$ cat src/rtl/rs485_de_pkg.sv
// Shared state encodings for the RS485 driver-enable transmitter.
package rs485_de_pkg;
    // Control sequencing of one message on the bus.
    typedef enum logic [1:0] {
        CTL_IDLE,
        CTL_LEAD,
        CTL_SHIFT,
        CTL_GUARD
    } ctl_state_t;

    // Echo receiver framing states.
    typedef enum logic [1:0] {
        ERX_IDLE,
        ERX_START,
        ERX_DATA,
        ERX_STOP
    } erx_state_t;
endpackage

$ cat src/rtl/rs485_bit_timer.sv
// Bit-period timer. Produces a one-clock tick every `period` clocks while
// `run` is high; while stopped it preloads, so the first tick comes a full
// period after run rises. Assumes period >= 2.
module rs485_bit_timer #(
    parameter int DIV_W = 16
) (
    input  logic             clk,
    input  logic             rst_n,
    input  logic             run,
    input  logic [DIV_W-1:0] period,
    output logic             tick
);
    logic [DIV_W-1:0] cnt_q;

    // Count down, reload on expiry or while stopped.
    always_ff @(posedge clk) begin
        if (!rst_n)
            cnt_q <= '0;
        else if (!run || cnt_q == '0)
            cnt_q <= period - DIV_W'(1);
        else
            cnt_q <= cnt_q - DIV_W'(1);
    end

    assign tick = run && (cnt_q == '0);
endmodule

$ cat src/rtl/rs485_tx_shifter.sv
// Frame serializer. On `load` it starts a start bit and holds the data plus
// a stop bit; each `advance` moves to the next bit, LSB first. `last_bit`
// flags that the stop bit is on the line. The line rests high.
module rs485_tx_shifter #(
    parameter int DATA_W = 8
) (
    input  logic              clk,
    input  logic              rst_n,
    input  logic              load,
    input  logic [DATA_W-1:0] load_byte,
    input  logic              advance,
    output logic              tx,
    output logic              last_bit
);
    localparam int FRAME_BITS = DATA_W + 2;
    localparam int CNT_W      = $clog2(FRAME_BITS);

    logic [DATA_W:0]  sh_q;
    logic [CNT_W-1:0] idx_q;
    logic             tx_q;

    // Serializer: load a frame or step to its next bit.
    always_ff @(posedge clk) begin
        if (!rst_n) begin
            sh_q  <= '1;
            idx_q <= '0;
            tx_q  <= 1'b1;
        end else if (load) begin
            sh_q  <= {1'b1, load_byte};
            idx_q <= '0;
            tx_q  <= 1'b0;
        end else if (advance) begin
            tx_q  <= sh_q[0];
            sh_q  <= {1'b1, sh_q[DATA_W:1]};
            idx_q <= idx_q + CNT_W'(1);
        end
    end

    assign tx       = tx_q;
    assign last_bit = (idx_q == CNT_W'(FRAME_BITS - 1));

    // a loaded frame always begins with a low start bit.
    p_start_low_r1: assert property (@(posedge clk) disable iff (!rst_n)
        load |=> !tx);
endmodule

$ cat src/rtl/rs485_echo_rx.sv
// Echo receiver. Synchronizes the local receive line, finds start bits,
// samples mid-bit and pulses `frame_ok` at the middle of a valid stop bit.
// Only frame completion is reported; the data value is not needed.
module rs485_echo_rx #(
    parameter int DIV_W  = 16,
    parameter int DATA_W = 8
) (
    input  logic             clk,
    input  logic             rst_n,
    input  logic             rx_in,
    input  logic [DIV_W-1:0] bit_div,
    output logic             frame_ok
);
    import rs485_de_pkg::*;
    localparam int BIT_W = $clog2(DATA_W);

    logic             s1_q, s2_q, ok_q;
    erx_state_t       st_q;
    logic [DIV_W-1:0] cnt_q;
    logic [BIT_W-1:0] bit_q;

    // Two-stage synchronizer for the asynchronous receive line.
    always_ff @(posedge clk) begin
        if (!rst_n) begin
            s1_q <= 1'b1;
            s2_q <= 1'b1;
        end else begin
            s1_q <= rx_in;
            s2_q <= s1_q;
        end
    end

    // Framing: start detect, mid-bit sampling, stop validation.
    always_ff @(posedge clk) begin
        if (!rst_n) begin
            st_q  <= ERX_IDLE;
            cnt_q <= '0;
            bit_q <= '0;
            ok_q  <= 1'b0;
        end else begin
            ok_q <= 1'b0;
            if (st_q == ERX_IDLE) begin
                if (!s2_q) begin
                    st_q  <= ERX_START;
                    cnt_q <= (bit_div >> 1) - DIV_W'(1);
                end
            end else if (cnt_q != '0) begin
                cnt_q <= cnt_q - DIV_W'(1);
            end else begin
                cnt_q <= bit_div - DIV_W'(1);
                case (st_q)
                    ERX_START: begin
                        st_q  <= s2_q ? ERX_IDLE : ERX_DATA;
                        bit_q <= '0;
                    end
                    ERX_DATA: begin
                        if (bit_q == BIT_W'(DATA_W - 1))
                            st_q <= ERX_STOP;
                        bit_q <= bit_q + BIT_W'(1);
                    end
                    default: begin
                        ok_q <= s2_q;
                        st_q <= ERX_IDLE;
                    end
                endcase
            end
        end
    end

    assign frame_ok = ok_q;

    // each heard frame is reported once.
    p_echo_pulse_r6: assert property (@(posedge clk) disable iff (!rst_n)
        frame_ok |=> !frame_ok);
endmodule

$ cat src/rtl/rs485_de_tx.sv
// RS485 half-duplex transmitter with driver-enable sequencing. Raises the
// enable one bit period before the first start bit, streams frames back to
// back while bytes are offered, and releases only after the final stop bit
// has fully elapsed plus a guard time, or on echo of the last frame.
// Assumes bit_div >= 4 and stable configuration during a message.
module rs485_de_tx #(
    parameter int DIV_W   = 16,
    parameter int DATA_W  = 8,
    parameter int GUARD_W = 4,
    parameter int PEND_W  = 3
) (
    input  logic               clk,
    input  logic               rst_n,
    input  logic [DIV_W-1:0]   bit_div,
    input  logic [GUARD_W-1:0] guard_bits,
    input  logic               pre_en,
    input  logic               echo_en,
    input  logic               s_valid,
    input  logic [DATA_W-1:0]  s_data,
    output logic               s_ready,
    input  logic               rx_in,
    output logic               tx_out,
    output logic               de,
    output logic               done
);
    import rs485_de_pkg::*;

    ctl_state_t         st_q;
    logic               de_q, done_q, pre_q;
    logic [GUARD_W-1:0] g_q;
    logic [PEND_W-1:0]  pend_q, pend_eff;
    logic               tick, last_bit, heard_frame;
    logic               lead_end, frame_end, load_pre, load_data, load;
    logic               advance, heard, out_of_data, release_now, go_guard;
    logic [DATA_W-1:0]  next_byte;

    rs485_bit_timer #(.DIV_W(DIV_W)) u_timer (
        .clk    (clk),
        .rst_n  (rst_n),
        .run    (st_q != CTL_IDLE),
        .period (bit_div),
        .tick   (tick)
    );

    rs485_tx_shifter #(.DATA_W(DATA_W)) u_shift (
        .clk       (clk),
        .rst_n     (rst_n),
        .load      (load),
        .load_byte (next_byte),
        .advance   (advance),
        .tx        (tx_out),
        .last_bit  (last_bit)
    );

    rs485_echo_rx #(.DIV_W(DIV_W), .DATA_W(DATA_W)) u_echo (
        .clk      (clk),
        .rst_n    (rst_n),
        .rx_in    (rx_in),
        .bit_div  (bit_div),
        .frame_ok (heard_frame)
    );

    // Decode the bit-boundary events and the release decision.
    always_comb begin
        lead_end    = (st_q == CTL_LEAD) && tick;
        frame_end   = (st_q == CTL_SHIFT) && tick && last_bit;
        advance     = (st_q == CTL_SHIFT) && tick && !last_bit;
        s_ready     = (lead_end && !pre_q) || frame_end;
        load_pre    = lead_end && pre_q;
        load_data   = s_ready && s_valid;
        load        = load_pre || load_data;
        next_byte   = load_pre ? '1 : s_data;
        pend_eff    = (heard_frame && pend_q != '0) ? pend_q - PEND_W'(1) : pend_q;
        heard       = echo_en && (pend_eff == '0);
        out_of_data = s_ready && !s_valid;
        release_now = (out_of_data && ((st_q == CTL_LEAD) || guard_bits == '0 || heard))
                   || ((st_q == CTL_GUARD) && (heard || (tick && g_q == GUARD_W'(1))));
        go_guard    = out_of_data && !release_now;
    end

    // Message sequencer: lead-in, shifting, guard, release.
    always_ff @(posedge clk) begin
        if (!rst_n) begin
            st_q   <= CTL_IDLE;
            de_q   <= 1'b0;
            done_q <= 1'b0;
            pre_q  <= 1'b0;
            g_q    <= '0;
        end else begin
            done_q <= 1'b0;
            if (release_now) begin
                st_q   <= CTL_IDLE;
                de_q   <= 1'b0;
                done_q <= 1'b1;
            end else if (st_q == CTL_IDLE) begin
                if (s_valid) begin
                    st_q  <= CTL_LEAD;
                    de_q  <= 1'b1;
                    pre_q <= pre_en;
                end
            end else if (load) begin
                st_q <= CTL_SHIFT;
                if (load_pre)
                    pre_q <= 1'b0;
            end else if (go_guard) begin
                st_q <= CTL_GUARD;
                g_q  <= guard_bits;
            end else if (st_q == CTL_GUARD && tick) begin
                g_q <= g_q - GUARD_W'(1);
            end
        end
    end

    // Frames sent but not yet heard back; cleared at release.
    always_ff @(posedge clk) begin
        if (!rst_n || release_now)
            pend_q <= '0;
        else
            pend_q <= pend_eff + PEND_W'(load && pend_eff != '1);
    end

    assign de   = de_q;
    assign done = done_q;

    // the line rests high whenever the driver is off.
    p_line_idle_r9: assert property (@(posedge clk) disable iff (!rst_n)
        !de |-> tx_out);
    // done marks the first cycle with the driver off.
    p_done_release_r7: assert property (@(posedge clk) disable iff (!rst_n)
        done |-> (!de && $past(de)));
    p_done_single_r7: assert property (@(posedge clk) disable iff (!rst_n)
        done |=> !done);
    // the enable comes up over an idle line.
    p_lead_idle_r2: assert property (@(posedge clk) disable iff (!rst_n)
        $rose(de) |-> tx_out);
    // bytes are only taken while driving.
    p_ready_driving_r3: assert property (@(posedge clk) disable iff (!rst_n)
        s_ready |-> de);
    // release never cuts a low bit short.
    p_release_high_r4: assert property (@(posedge clk) disable iff (!rst_n)
        $fell(de) |-> $past(tx_out));
endmodule

$ cat config.mk
export PLATFORM = sky130hd
export DESIGN_NAME = rs485_de_tx
export DESIGN_NICKNAME = d
export VERILOG_FILES = /design/src/rtl/rs485_de_pkg.sv /design/src/rtl/rs485_bit_timer.sv /design/src/rtl/rs485_tx_shifter.sv /design/src/rtl/rs485_echo_rx.sv /design/src/rtl/rs485_de_tx.sv
export SDC_FILE = /design/constraint.sdc
export NUM_CORES = 1
export LEC_CHECK = 0
export BUFFER_PORTS_ARGS = -buffer_cell sky130_fd_sc_hd__buf_4
export CORE_MARGIN = 2
export CORE_UTILIZATION = 45
export DETAILED_ROUTE_END_ITERATION = 16
export GPL_ROUTABILITY_DRIVEN = 1
export GPL_TIMING_DRIVEN = 0
export PLACE_DENSITY = 0.68
export SKIP_CTS_REPAIR_TIMING = 1
export SLEW_MARGIN = 20
export SYNTH_ARGS = -nofsm -noshare
export SYNTH_HDL_FRONTEND = slang
export SYNTH_SLANG_ARGS = --single-unit
export TNS_END_PERCENT = 10
$ cat constraint.sdc
create_clock -name clk -period 5.9 [get_ports clk]
set_input_delay 0.885 -clock clk [delete_from_list [all_inputs] [get_ports clk]]
set_output_delay 0.885 -clock clk [all_outputs]
set_load 0.1 [all_outputs]
==> results of run 1 <==
==> registers in the layout, summed over array words and instances, names as in the netlist, 2 cells and up <==
| register | cells |
|---|---|
| st_q | 2 |
| u_echo.st_q | 2 |
| u_shift.idx_q | 4 |
| pend_q | 3 |
| u_timer.cnt_q | 16 |
| g_q | 4 |
| u_echo.bit_q | 3 |
| u_echo.cnt_q | 16 |
| u_shift.sh_q | 8 |
==> logic make-up after synthesis <==
family	count (synthesis)	synth area share
AO/OA/AOI/OAI	128	0.1899
XOR/XNOR	53	0.1060
adder cells (fa/ha/maj)	20	0.05713
buffers and inverters	52	0.04856
flip-flops	65	0.2971
multiplexers	6	0.01371
AND/OR/NAND/NOR	238	0.2876
==> cells in the mapped netlist (all sizes together), types with 6 or more instances <==
cell     n  area (um2)
buf      9       50.04
and3     9       56.30
nand2b   8       50.05
nor4    14       108.9
nand2   54       202.7
and2     6       37.54
clkbuf  17       65.06
a21oi   39       195.2
dfxtp   65        1301
nor2    65       244.0
xnor2   33       289.0
ha      20       250.2
o21ai   33       165.2
nor3    22       131.4
xor2    20       175.2
mux2i    6       60.06
a211o    6       52.55
inv     24       90.09
nand3   14       75.07
o22ai    6       37.54
a211oi  18       140.1
nand4    6       37.54
or3     10       62.56
==> metrics by stage <==
step	total power [mW]	cell area (um2)	setup WS (ns)	hold slack (ns)
after floorplan	0.7510	4380	3.054	0.3863
after global placement	0.8396	4810	2.749	0.3991
after detailed placement	0.8457	4810	2.657	0.3971
after CTS	1.249	5017	2.839	0.4162
after global routing	1.311	5017	2.717	0.4335
final	1.247	5017	2.824	0.4107
==> cell type report <==
cell class                 count  share of cell area
buffer                        26             0.02294
clock buffer                  14             0.03441
clock inverter                 2            0.006983
inverter                      26             0.01945
multi-input combinational    445              0.5713
sequential                    65              0.2594
tap                          133             0.03317
timing repair buffer          35             0.05237
==> report_power, final <==
group,internal [mW],total [mW],leakage [nW],switching [mW]
logic,0.140,0.346,1.26,0.206
registers,0.464,0.496,0.532,0.0314
clock network,0.230,0.405,0.107,0.175
total,0.835,1.25,1.90,0.412
==> routing by layer <==
metal,track usage,vias up,part of all wire
met5,0,-,0
met4,0.1067,0,0.026
met3,0.02169,31,0.041
met2,0.3821,117,0.47
met1,0.2788,1915,0.46
li1,-,2086,-
==> worst max path at each step <==
stage                            startpoint          endpoint  cells after the start
after floorplan           u_timer.cnt_q[11]           s_ready                      3
after CTS                 u_timer.cnt_q[11]           s_ready                      4
after detailed placement         bit_div[1]  u_timer.cnt_q[9]                     10
final                     u_timer.cnt_q[11]           s_ready                      4
after global placement           bit_div[1]  u_timer.cnt_q[9]                     10
after global routing      u_timer.cnt_q[11]           s_ready                      4
==> critical path, delay by kind of cell, from the launching register on <==
| kind | cells | cell delay (ns) |
|---|---|---|
| buffers and inverters | 1 | 0.29 |
| DFF | 1 | 0.35 |
| and+or+nand+nor | 3 | 1.21 |
==> flow_summary.toml, run 1 <==
[global_route]
grt_pass1_vias = 3902
grt.overflow.total = 0
antenna_found_initial = 0
grt_max_degree = 11
grt_pass1_wl_um = 18380
grt_use_total = 0.2222

[route]
drc = 0
postRouteAntennaNets = 0
drt-initial-drc-count = 192
via_count = 4149
drt_pass1_iterations = 5
viasPerCell = 5.562
wirelength_um = 11390
wire_per_inst_um = 15.26

[final_layout]
nets = 662
instances_no_fill = 746
post-route-util = 0.5230
seq_area_mm2 = 0.001301
final_cell_mix = "nor2_1 (65), dfxtp_1 (65), nand2_1 (54), a21oi_1 (39), buf_4 (37)"
multi_input_area_mm2 = 0.002867
final_layout_size_suffix_gt1_frac = 0.1256
num-fill-cells = 951
diodes = 0
syn2layout_area_growth_pct = 14.54

[yosys]
netlist_area_mm2 = 0.004380
syn-num-nets = 616
ys_types = 67
seq_area_frac_synth = 0.2971
yosys_warnings = 0
synthFlopType = "dfxtp_1"
synth_edf_count = 0
syn-instance-count = 562
avgSynthCellArea_um2 = 7.794
synth-async-reset-ratio = 0
synth_seq_cells = 65

[die]
io_pins = 38
rows = 36
start_util = 0.4566
chipHeight_um = 102.7
core_mm2 = 0.009594
die_x_um = 102.7
die_area_mm2 = 0.01054

[worst_setup_path]
critPathMaxStageDelay_ns = 0.62
end_kind = "output port"
crit_path_max_fanout = 5
crit_type = "flip-flop to output port"
cp_slowest_cell = "or4_1"
rrSetupSlack_ns = 3.26
start_kind = "flip-flop"
reg2reg_to = "pend_q[1]"
ff2ff_path_depth = 10
worstPathRequired_ns = 5.02
crit_chain = "or4_1 > nor3_2 > and3_1 > buf_4"
crit_arrival_ns = 2.19
reg2reg_from = "u_timer.cnt_q[11]"

[sta]
fin_skew_ns = 0.007980
fin_crit_sh = 0.5213
max_slew_margin = 0.4896
worst_pin_slew_ns = 0.7598
hold_viol = 0
rsz0062_at_grt = "no"
finalMaxSlewViolations = 0
fmax_ghz = 0.3251
fin_setup_tns_ns = 0
finalCriticalPeriod_ns = 3.076
setup_viol = 0

[pwr]
power_density_mw_per_mm2 = 248.6
p_leak_nw = 1.895
ir_drop_v = 0.00008779

[clock_tree]
clockBufferDepth = 2
numCtsBuffers = 9
htreeDepth = 3
cts_tree = "done"
clk_latency_ns = 0.35
clock_sinks = 65
clk_pin_slew_worst_paths_ns = 0.07
root_buffer = "clkbuf_8"

[placed_design]
place_inst = 730
place.gp.congestion = 0.9154
hpwl_um = 8570
portBuffers = 35

[min_path]
hold_start = "u_echo.s1_q"
whs_endpoint = "u_echo.s2_q"
hold_depth = 1
hold_class = "flip-flop to flip-flop"

[status]
status = "completed"

[flow_run]
drv_cap = 0
(Power assumes the default switching activity.)
==> run 2, diff against run 1 <==
--- a/config.mk
+++ b/config.mk
@@ -5,6 +5,7 @@
 export SDC_FILE = /design/constraint.sdc
 export NUM_CORES = 1
 export LEC_CHECK = 0
+export ABC_AREA = 1
 export BUFFER_PORTS_ARGS = -buffer_cell sky130_fd_sc_hd__buf_4
 export CORE_MARGIN = 2
 export CORE_UTILIZATION = 45
==> constraint.sdc (replaced) <==
create_clock -name clk -period 2.94 [get_ports clk]
set_input_delay 0.441 -clock clk [delete_from_list [all_inputs] [get_ports clk]]
set_output_delay 0.441 -clock clk [all_outputs]
set_load 0.1 [all_outputs]
==> flow_summary.toml, run 2 <==
[pwr]
clockPowerShare = 0.283
finalPower_mw = 2.879
p_seq_frac = 0.362
p_leak_nw = 2.509
p_switching_mw = 1.104
ir_drop_v = 0.0004242
switching_share = 0.3835
p_int_mw = 1.775
power_density_mw_per_mm2 = 549.9
power.share.combinational = 0.355

[global_route]
grt.overflow.total = 0
grt_pass1_wl_um = 20410
grt_max_degree = 12
grt_pass1_vias = 4291
grt_use_total = 0.2288
antenna_found_initial = 0

[sta]
max_slew_margin = 0.5763
hold_viol = 0
holdWs_ns = 0.2984
fmax_ghz = 0.3972
setup_ws_ns = 0.4226
finalCriticalPeriod_ns = 2.517
fin_skew_ns = 0.008678
rsz0062_at_grt = "no"
fin_setup_tns_ns = 0
fin_crit_sh = 0.8563
setup_viol = 0
worst_pin_slew_ns = 0.6355
finalMaxSlewViolations = 0

[die]
core_mm2 = 0.009819
rows = 36
die_x_um = 104.9
chipHeight_um = 104.9
start_util = 0.4667
die_area_mm2 = 0.01101
io_pins = 38

[route]
drc = 0
drt-initial-drc-count = 277
drt_pass1_iterations = 5
viasPerCell = 5.172
wire_per_inst_um = 13.98
via_count = 4572
postRouteAntennaNets = 0
wirelength_um = 12360

[worst_setup_path]
critPathMaxStageDelay_ns = 0.34
crit_chain = "inv_1 > ha_1 > nand3_1 > nor2_4 > nand4_2 > nand2_2 > nand2_4 > nand2_4 > inv_4 > buf_8 > a31oi_1 > ha_1 > ha_1 > or2_2 > a21oi_1"
worstPathRequired_ns = 3.22
crit_path_max_fanout = 10
crit_arrival_ns = 2.79
end_kind = "flip-flop"
start_kind = "flip-flop"
crit_type = "flip-flop to flip-flop"
cpMostUsedCell = "ha_1"
cp_slowest_cell = "dfxtp_1"

[final_layout]
post-route-util = 0.5331
final_area_mm2 = 0.005235
final_layout_size_suffix_gt1_frac = 0.1238
layout.cells.most_common = "nand2_1"
instances_no_fill = 884
syn2layout_area_growth_pct = 14.22
final_cell_mix = "nand2_1 (153), inv_1 (92), nor2_1 (88), dfxtp_1 (65), o21ai_0 (47)"
diodes = 0
layout_top_registers = "u_echo.cnt_q (16), u_timer.cnt_q (16), u_shift.sh_q (8)"
nets = 800

[yosys]
synth-async-reset-ratio = 0
synthTopCellsByArea = "dfxtp_1 (28%), nand2_1 (13%), inv_1 (7.5%), nor2_1 (7.2%), xor2_1 (6.7%)"
synthXorXnorAreaFrac = 0.07262
synth_area_leader_cell = "dfxtp_1"
netlist_area_mm2 = 0.004583
synth_fa_ha_area_frac = 0.05460
synthTopCellsByCount = "nand2_1 (153), inv_1 (92), nor2_1 (88)"
ys_types = 44
synth_compound_area_frac = 0.1673
synth_top_family_by_area = "simple AND/OR/NAND/NOR gates"
seq_area_frac_synth = 0.2839
syn-instance-count = 699
synthFlopType = "dfxtp_1"
synth_edf_count = 0
synth.most_common_cell = "nand2_1"
synth_simple_gate_area_frac = 0.3213
syn-num-nets = 753
synth_top_area_frac = 0.2839
yosys_warnings = 0
avgSynthCellArea_um2 = 6.557
synth_seq_cells = 65
synth_mux_area_frac = 0

[clock_tree]
root_buffer = "clkbuf_8"
htreeDepth = 3
cts_tree = "done"
clock_sinks = 65
clk_latency_ns = 0.34
clk_pin_slew_worst_paths_ns = 0.07
numCtsBuffers = 9
clockBufferDepth = 2

[flow_run]
drv_cap = 0

[status]
status = "completed"

[placed_design]
portBuffers = 36
placed_area_mm2 = 0.005020
hpwl_um = 9643
place.gp.congestion = 0.9378
dpl_worst_slack_ns = 0.4403
place_inst = 868

[min_path]
hold_class = "primary input to flip-flop"
[run 2: cell count changes after synthesis, sizes merged, moves of 19 or more]
cell   delta
inv      +71
nand2   +106
nand3    +22
nor2     +30
o21ai    +19
xnor2    -30
[run 2: worst max-delay path: cells and delay by family, from the launching register on]
family / cells / cell delay, ns
compound gates: 2 / 0.19
flops: 1 / 0.34
buf+inv: 3 / 0.32
simple gates: 7 / 1.01
fa+ha+maj: 3 / 0.60
[run 2: final cells by class]
| class | instances | area, um2 |
|---|---|---|
| Buffer | 16 | 81.33 |
| Clock buffer | 12 | 165.2 |
| Clock inverter | 4 | 50.05 |
| Fill cell | 1009 | 4584 |
| Inverter | 100 | 377.9 |
| Multi-Input combinational cell | 518 | 2823 |
| Sequential cell | 65 | 1301 |
| Tap cell | 133 | 166.4 |
| Timing Repair Buffer | 36 | 270.3 |
[run 2: path summary, 6_finish.rpt]
path | start | depth (start not counted) | endpoint | slack (ns)
max reg2reg | u_timer.cnt_q[0] | 15 | pend_q[2] | 0.42
min | rx_in | 2 | u_echo.s1_q | 0.30
max | u_timer.cnt_q[0] | 15 | pend_q[2] | 0.42
min reg2reg | u_echo.s1_q | 1 | u_echo.s2_q | 0.42
[run 2: cells by family (layout without fill, tap and decap cells)]
group	count (synthesis)	after routing
fa+ha+maj	20	20
flops	65	65
xor+xnor	38	38
buf+inv	116	168
compound gates	134	134
simple gates	326	326
[run 2: metal layers]
metal,up-vias,part of all wire,global-route usage
li1,2360,-,-
met1,2087,0.47,0.3038
met2,114,0.47,0.3933
met3,11,0.049,0.03182
met4,0,0.013,0.05143
met5,-,0,0
[run 2: power by group through the flow]
stage	Clock, mW	Sequential, mW	Combinational [mW]
floorplan	0	1.05	0.739
global placement	0	1.06	0.982
detailed placement	0	1.06	1.00
CTS	0.835	1.04	1.01
global route	0.858	1.05	1.14
finish	0.815	1.04	1.02
